### src/rtl/sru_pkg.sv
package sru_pkg;

  typedef enum logic [2:0] {
    OP_SHL_ARITH = 3'd0,
    OP_SHR_ARITH = 3'd1,
    OP_SHL_LOGIC = 3'd2,
    OP_SHR_LOGIC = 3'd3,
    OP_ROT_LEFT  = 3'd4,
    OP_ROT_RIGHT = 3'd5,
    OP_SHL_WIDE  = 3'd6,
    OP_IDLE      = 3'd7
  } sru_op_e;

  typedef enum logic [1:0] {
    SRC_ACC_HI  = 2'd0,
    SRC_ACC_LO  = 2'd1,
    SRC_MEM     = 2'd2,
    SRC_MEM_ALT = 2'd3
  } sru_src_e;

  typedef struct packed {
    logic c;
    logic n;
    logic z;
    logic v;
  } sru_flags_t;

endpackage

### src/rtl/sru_operand_mux.sv
module sru_operand_mux
  import sru_pkg::*;
#(
  parameter int DATA_W = 8
) (
  input  sru_src_e            src,
  input  logic [DATA_W-1:0]   acc_hi,
  input  logic [DATA_W-1:0]   acc_lo,
  input  logic [DATA_W-1:0]   mem_byte,
  output logic [DATA_W-1:0]   operand
);

  always_comb begin
    unique case (src)
      SRC_ACC_HI: operand = acc_hi;
      SRC_ACC_LO: operand = acc_lo;
      default:    operand = mem_byte;
    endcase
  end

endmodule

### src/rtl/sru_byte_shifter.sv
module sru_byte_shifter
  import sru_pkg::*;
#(
  parameter int DATA_W = 8
) (
  input  sru_op_e             op,
  input  logic [DATA_W-1:0]   operand,
  input  logic                cin,
  output logic [DATA_W-1:0]   shifted,
  output logic                cout
);

  localparam int MSB = DATA_W - 1;

  logic               go_left;
  logic               fill_low;
  logic               fill_high;
  logic [DATA_W-1:0]  left_v;
  logic [DATA_W-1:0]  right_v;

  always_comb begin
    go_left   = (op == OP_SHL_ARITH) || (op == OP_SHL_LOGIC) || (op == OP_ROT_LEFT);
    fill_low  = (op == OP_ROT_LEFT) ? cin : 1'b0;
    unique case (op)
      OP_SHR_ARITH: fill_high = operand[MSB];
      OP_ROT_RIGHT: fill_high = cin;
      default:      fill_high = 1'b0;
    endcase
  end

  for (genvar i = 0; i < DATA_W; i++) begin : g_bit
    if (i == 0) begin : g_low_end
      assign left_v[i] = fill_low;
    end else begin : g_low_mid
      assign left_v[i] = operand[i-1];
    end
    if (i == MSB) begin : g_high_end
      assign right_v[i] = fill_high;
    end else begin : g_high_mid
      assign right_v[i] = operand[i+1];
    end
  end

  assign shifted = go_left ? left_v : right_v;
  assign cout    = go_left ? operand[MSB] : operand[0];


  always_comb begin
    if (op == OP_SHR_LOGIC) begin
      lsr_fill_chk: assert (shifted[MSB] == 1'b0);
    end
  end

endmodule

### src/rtl/sru_wide_shifter.sv
module sru_wide_shifter #(
  parameter int DATA_W = 8
) (
  input  logic [DATA_W-1:0]     hi_byte,
  input  logic [DATA_W-1:0]     lo_byte,
  output logic [2*DATA_W-1:0]   shifted,
  output logic                  cout
);

  localparam int WIDE_W = 2 * DATA_W;

  logic [WIDE_W-1:0] joined;
  assign joined = {hi_byte, lo_byte};

  for (genvar i = 0; i < WIDE_W; i++) begin : g_bit
    if (i == 0) begin : g_fill
      assign shifted[i] = 1'b0;
    end else begin : g_move
      assign shifted[i] = joined[i-1];
    end
  end

  assign cout = hi_byte[DATA_W-1];

endmodule

### src/rtl/sru_flag_gen.sv
module sru_flag_gen
  import sru_pkg::*;
#(
  parameter int DATA_W = 8
) (
  input  logic [2*DATA_W-1:0] value,
  input  logic                wide,
  input  logic                cin,
  output sru_flags_t          flags
);

  always_comb begin
    flags.c = cin;
    flags.n = wide ? value[2*DATA_W-1] : value[DATA_W-1];
    flags.z = ~|value;
    flags.v = flags.n ^ cin;
  end

endmodule

### src/rtl/shift_rotate_unit.sv
module shift_rotate_unit
  import sru_pkg::*;
#(
  parameter int DATA_W = 8
) (
  input  logic                  clk,
  input  logic                  rst,
  input  logic                  en,
  input  logic [2:0]            op,
  input  logic [1:0]            sel,
  input  logic [DATA_W-1:0]     acc_a,
  input  logic [DATA_W-1:0]     acc_b,
  input  logic [DATA_W-1:0]     mem_in,
  input  logic                  carry_in,
  output logic [2*DATA_W-1:0]   result,
  output logic                  carry_out,
  output logic                  neg_out,
  output logic                  zero_out,
  output logic                  ovf_out
);

  localparam int RES_W = 2 * DATA_W;

  sru_op_e             op_e;
  sru_src_e            src_e;
  logic [DATA_W-1:0]   operand;
  logic [DATA_W-1:0]   byte_res;
  logic                byte_cout;
  logic [RES_W-1:0]    wide_res;
  logic                wide_cout;
  logic                is_wide;
  logic [RES_W-1:0]    next_res;
  logic                next_cout;
  sru_flags_t          next_flags;
  logic [RES_W-1:0]    res_q;
  sru_flags_t          flags_q;

  assign op_e  = sru_op_e'(op);
  assign src_e = sru_src_e'(sel);

  sru_operand_mux #(.DATA_W(DATA_W)) u_mux (
    .src      (src_e),
    .acc_hi   (acc_a),
    .acc_lo   (acc_b),
    .mem_byte (mem_in),
    .operand  (operand)
  );

  sru_byte_shifter #(.DATA_W(DATA_W)) u_byte (
    .op      (op_e),
    .operand (operand),
    .cin     (carry_in),
    .shifted (byte_res),
    .cout    (byte_cout)
  );

  sru_wide_shifter #(.DATA_W(DATA_W)) u_wide (
    .hi_byte (acc_a),
    .lo_byte (acc_b),
    .shifted (wide_res),
    .cout    (wide_cout)
  );

  assign is_wide   = (op_e == OP_SHL_WIDE);
  assign next_res  = is_wide ? wide_res : {{DATA_W{1'b0}}, byte_res};
  assign next_cout = is_wide ? wide_cout : byte_cout;

  sru_flag_gen #(.DATA_W(DATA_W)) u_flags (
    .value (next_res),
    .wide  (is_wide),
    .cin   (next_cout),
    .flags (next_flags)
  );

  always_ff @(posedge clk) begin
    if (rst) begin
      res_q   <= '0;
      flags_q <= '0;
    end else if (en && (op_e != OP_IDLE)) begin
      res_q   <= next_res;
      flags_q <= next_flags;
    end
  end

  assign result    = res_q;
  assign carry_out = flags_q.c;
  assign neg_out   = flags_q.n;
  assign zero_out  = flags_q.z;
  assign ovf_out   = flags_q.v;


  reset_clear_chk: assert property (@(posedge clk)
    rst |=> (result == '0 && !carry_out && !neg_out && !zero_out && !ovf_out));


  hold_when_idle_chk: assert property (@(posedge clk) disable iff (rst)
    !en |=> ($stable(result) && $stable(carry_out) && $stable(neg_out) && $stable(zero_out)));


  reserved_op_chk: assert property (@(posedge clk) disable iff (rst)
    (en && op == 3'd7) |=> ($stable(result) && $stable(carry_out) && $stable(zero_out)));


  ovf_relation_chk: assert property (@(posedge clk) disable iff (rst)
    ovf_out == (neg_out ^ carry_out));


  asr_sign_chk: assert property (@(posedge clk) disable iff (rst)
    (en && op == 3'd1) |=> (result[DATA_W-1] == result[DATA_W-2]));


  rol_carry_in_chk: assert property (@(posedge clk) disable iff (rst)
    (en && op == 3'd4) |=> (result[0] == $past(carry_in)));


  wide_link_chk: assert property (@(posedge clk) disable iff (rst)
    (en && op == 3'd6) |=> (carry_out == $past(acc_a[DATA_W-1]) &&
                            result[DATA_W] == $past(acc_b[DATA_W-1])));

endmodule

### config.mk
export PLATFORM = sky130hd
export DESIGN_NAME = shift_rotate_unit
export DESIGN_NICKNAME = d
export VERILOG_FILES = /design/src/rtl/sru_pkg.sv /design/src/rtl/sru_operand_mux.sv /design/src/rtl/sru_byte_shifter.sv /design/src/rtl/sru_wide_shifter.sv /design/src/rtl/sru_flag_gen.sv /design/src/rtl/shift_rotate_unit.sv
export SDC_FILE = /design/constraint.sdc
export NUM_CORES = 1
export LEC_CHECK = 0
export CAP_MARGIN = 10
export CORE_MARGIN = 2
export CORE_UTILIZATION = 30
export DETAILED_ROUTE_END_ITERATION = 12
export DONT_BUFFER_PORTS = 1
export MAX_ROUTING_LAYER = met4
export PLACE_DENSITY = 0.49
export SETUP_SLACK_MARGIN = 0.02
export SLEW_MARGIN = 20
export SYNTH_ARGS = -nofsm -noshare
export SYNTH_HDL_FRONTEND = slang
export SYNTH_SLANG_ARGS = --single-unit
### constraint.sdc
create_clock -name clk -period 1.7 [get_ports clk]
set_clock_uncertainty 0.05 [all_clocks]
set_input_delay 0.085 -clock clk [delete_from_list [all_inputs] [get_ports clk]]
set_output_delay 0.085 -clock clk [all_outputs]
set_load 0.02 [all_outputs]
==> results.sh <==
export IMPL_max_slew_margin=0.535
export IMPL_synth_distinct_cells=40
export IMPL_p_per_area_nw_per_um2=867
export IMPL_max_cap_violations=0
export IMPL_cts_sinks=20
export IMPL_synth_seq_area_share=0.326
export IMPL_antenna_cells=0
export IMPL_switchingPower_w=0.000301
export IMPL_synth_cells=154
export IMPL_drive_gt1_frac=0.0962
export IMPL_hp_start="op[0]"
export IMPL_cts_tree="built"
export IMPL_yosys_warnings=0
export IMPL_hold_viol=0
export IMPL_r2r_end="result[0]"
export IMPL_grt_antenna_before_repair=0
export IMPL_finalSetupViolations=0
export IMPL_slew_violations=0
export IMPL_synth_cell_area_um2=1230
export IMPL_dp_hpwl_um=2900
export IMPL_power_frac_seq=0.446
export IMPL_row_count=23
export IMPL_crit_arrival_ns=1.22
export IMPL_cts_made_buffers=3
export IMPL_die_y_um=68.0
export IMPL_ir_drop_mv=0.439
export IMPL_status="completed"
export IMPL_syn_to_final_growth_pct=12.9
export IMPL_grt_pass1_wl_um=5790
export IMPL_synth_top_area_frac=0.326
export IMPL_hp_class="in -> reg"
export IMPL_worst_pin_slew_ns=0.695
export IMPL_path_clk_slew_ns=0.08
export IMPL_syn_nets=187
export IMPL_finalCriticalPeriod_ns=1.15
export IMPL_cts_buffer_depth=2
export IMPL_finalSetupTns_ns=0
export IMPL_die_area_um2=4620
export IMPL_crit_type="in -> reg"
export IMPL_power_leakage_nw=0.515
export IMPL_grt_util_all_layers=0.177
export IMPL_critPathSlowestCell="o221a_2"
export IMPL_rsz0062_at_grt="false"
export IMPL_cts_setup_buffers=0
export IMPL_synthTopCellsByArea="dfxtp_1 33%, a22oi_1 8.6%, a21oi_1 7.7%"
export IMPL_finalWorstSetupSlack_ns=0.550
export IMPL_grt_max_degree=26
export IMPL_place_ws_ns=0.316
export IMPL_drc_errors=0
export IMPL_portBuffers=0
export IMPL_synth_edff_count=0
export IMPL_hold_depth=3
export IMPL_die_width_um=68.0
export IMPL_core_um2=3970
export IMPL_syn_area_per_cell_um2=7.97
export IMPL_crit_path_max_fanout=14
export IMPL_endpoint_kind="register"
export IMPL_drt_iter0_markers=50
export IMPL_yosys_most_used_dff="dfxtp_1"
export IMPL_vias=1185
export IMPL_reg2reg_slack_ns=0.81
export IMPL_netSwitchingFraction=0.250
export IMPL_cts_root_buf="clkbuf_8"
export IMPL_grt_pass1_vias=1178
export IMPL_ios=53
export IMPL_async_flop_share=0
export IMPL_ant_nets=0
export IMPL_clk_latency_ns=0.25
export IMPL_path_cells="and2_4 -> o221a_2 -> a21boi_1 -> o2111a_1 -> a32oi_1 -> nor2_1"
export IMPL_routedWlPerCell_um=18.4
export IMPL_globalplace_congestion=0.856
export IMPL_ctsHtreeMaxLevel=1
export IMPL_nets=190
export IMPL_period_share=0.677
export IMPL_internal_power_w=0.000901
export IMPL_hold_path_end="carry_out"
export IMPL_synth_ff_latch_count=20
export IMPL_dr_pass1_iters=4
export IMPL_viasPerCell=5.75
export IMPL_wirelength_um=3790
export IMPL_power_frac_comb=0.166
export IMPL_cp_slowest_stage_delay_ns=0.32
export IMPL_synth_top_area_cell="dfxtp_1"
export IMPL_startpoint_type="input pin"
export IMPL_start_util=0.309
export IMPL_fmax_ghz=0.869
export IMPL_cts_resized=0
export IMPL_worst_r2r_cell_count=2
export IMPL_power_frac_clock=0.388
export IMPL_reg2reg_from="result[0]"
export IMPL_crit_required_ns=1.77
export IMPL_grt_overflow=0
## synth_stat cells, types with 2 or more instances
| cell | instances |
|---|---|
| mux2i_1 | 3 |
| inv_1 | 3 |
| o221a_2 | 2 |
| clkbuf_1 | 4 |
| nor2b_1 | 3 |
| o211ai_1 | 4 |
| o41ai_1 | 2 |
| mux2_4 | 2 |
| buf_6 | 2 |
| nor3_1 | 2 |
| buf_2 | 4 |
| mux2_2 | 3 |
| o21ai_0 | 6 |
| nand2b_1 | 5 |
| nand2_1 | 20 |
| a22oi_1 | 14 |
| nor2_1 | 14 |
| a21oi_1 | 19 |
| dfxtp_1 | 20 |
| a21o_1 | 2 |
## flip-flops by register name, summed over array words and instances (netlist names)
register and flops:
result 16, carry_out 1, ovf_out 1, zero_out 1
neg_out 1
## power groups by stage
stage | combinational (W) | clock [W] | sequential [W]
global placement | 0.000173 | 0 | 0.000548
finish | 0.000199 | 0.000467 | 0.000536
global route | 0.000224 | 0.000499 | 0.000540
floorplan | 0.000172 | 0 | 0.000543
CTS | 0.000200 | 0.000470 | 0.000537
detailed placement | 0.000176 | 0 | 0.000548
## cell families (layout without fill, tap and decap cells)
group,count (synthesis),after routing,synth area share
buffers and inverters,14,16,0.0622
AND/OR/NAND/NOR,53,53,0.206
multiplexers,8,8,0.0765
AO/OA/AOI/OAI,59,59,0.329
flip-flops,20,20,0.326
## layout make-up
cell class,count,area [um2]
clock buffers,3,41.3
repair buffers,9,90.1
multi-input cells,120,751
well taps,50,62.6
flip-flops and latches,20,400
inverters,3,11.3
fillers,441,2580
clock inverters,1,30.0
## metal layers
metal  vias to the layer above  GRT usage  share of wire
li1                        572          -              -
met4                         0     0.0250         0.0042
met5                         -          -              0
met2                        38      0.320           0.52
met1                       573      0.181           0.39
met3                         2     0.0773          0.093
## cell usage in the layout (no fill, tap or decap), drive strengths merged, types with 2 or more instances in the layout
| cell | n |
|---|---|
| a21oi | 19 |
| nor2b | 3 |
| and2 | 2 |
| clkbuf | 3 |
| a22oi | 14 |
| nor4 | 2 |
| nand2b | 5 |
| o21ai | 6 |
| o211ai | 5 |
| mux2i | 3 |
| dlygate4sd3 | 9 |
| o41ai | 2 |
| nor3 | 2 |
| nor2 | 14 |
| nand2 | 21 |
| a21o | 2 |
| mux2 | 5 |
| o221a | 2 |
| inv | 3 |
| dfxtp | 20 |
## worst max-delay path by stage
stage | startpoint | to | slack (ns)
after floorplan | sel[0] | zero_out | 0.35
after global placement | op[1] | zero_out | 0.34
after detailed placement | op[1] | zero_out | 0.32
after CTS | op[1] | zero_out | 0.55
after global routing | rst | result[11] | 0.46
final | op[1] | zero_out | 0.55
## critical path, delay by kind of cell
kind	cells	cell delay, ns
compound gates	4	0.89
simple gates	2	0.24
## timing repair
action / CTS / global route
endpoints found under the hold margin: 20 / 0
endpoints found under the setup margin: 0 / 0
hold buffers: 9 / 0
## per-stage QoR
step                       util  power [W]  hold slack [ns]  cell area [um2]  std cells
after floorplan               -   0.000715            0.183             1230        154
after global placement    0.308   0.000721            0.108             1220        193
after detailed placement  0.308   0.000724            0.108             1220        193
after CTS                 0.349    0.00121           0.0307             1390        206
after global routing      0.349    0.00126           0.0417             1390        206
final                     0.349    0.00120           0.0345             1390        206
No activity file was read; power rests on OpenSTA's default activity.
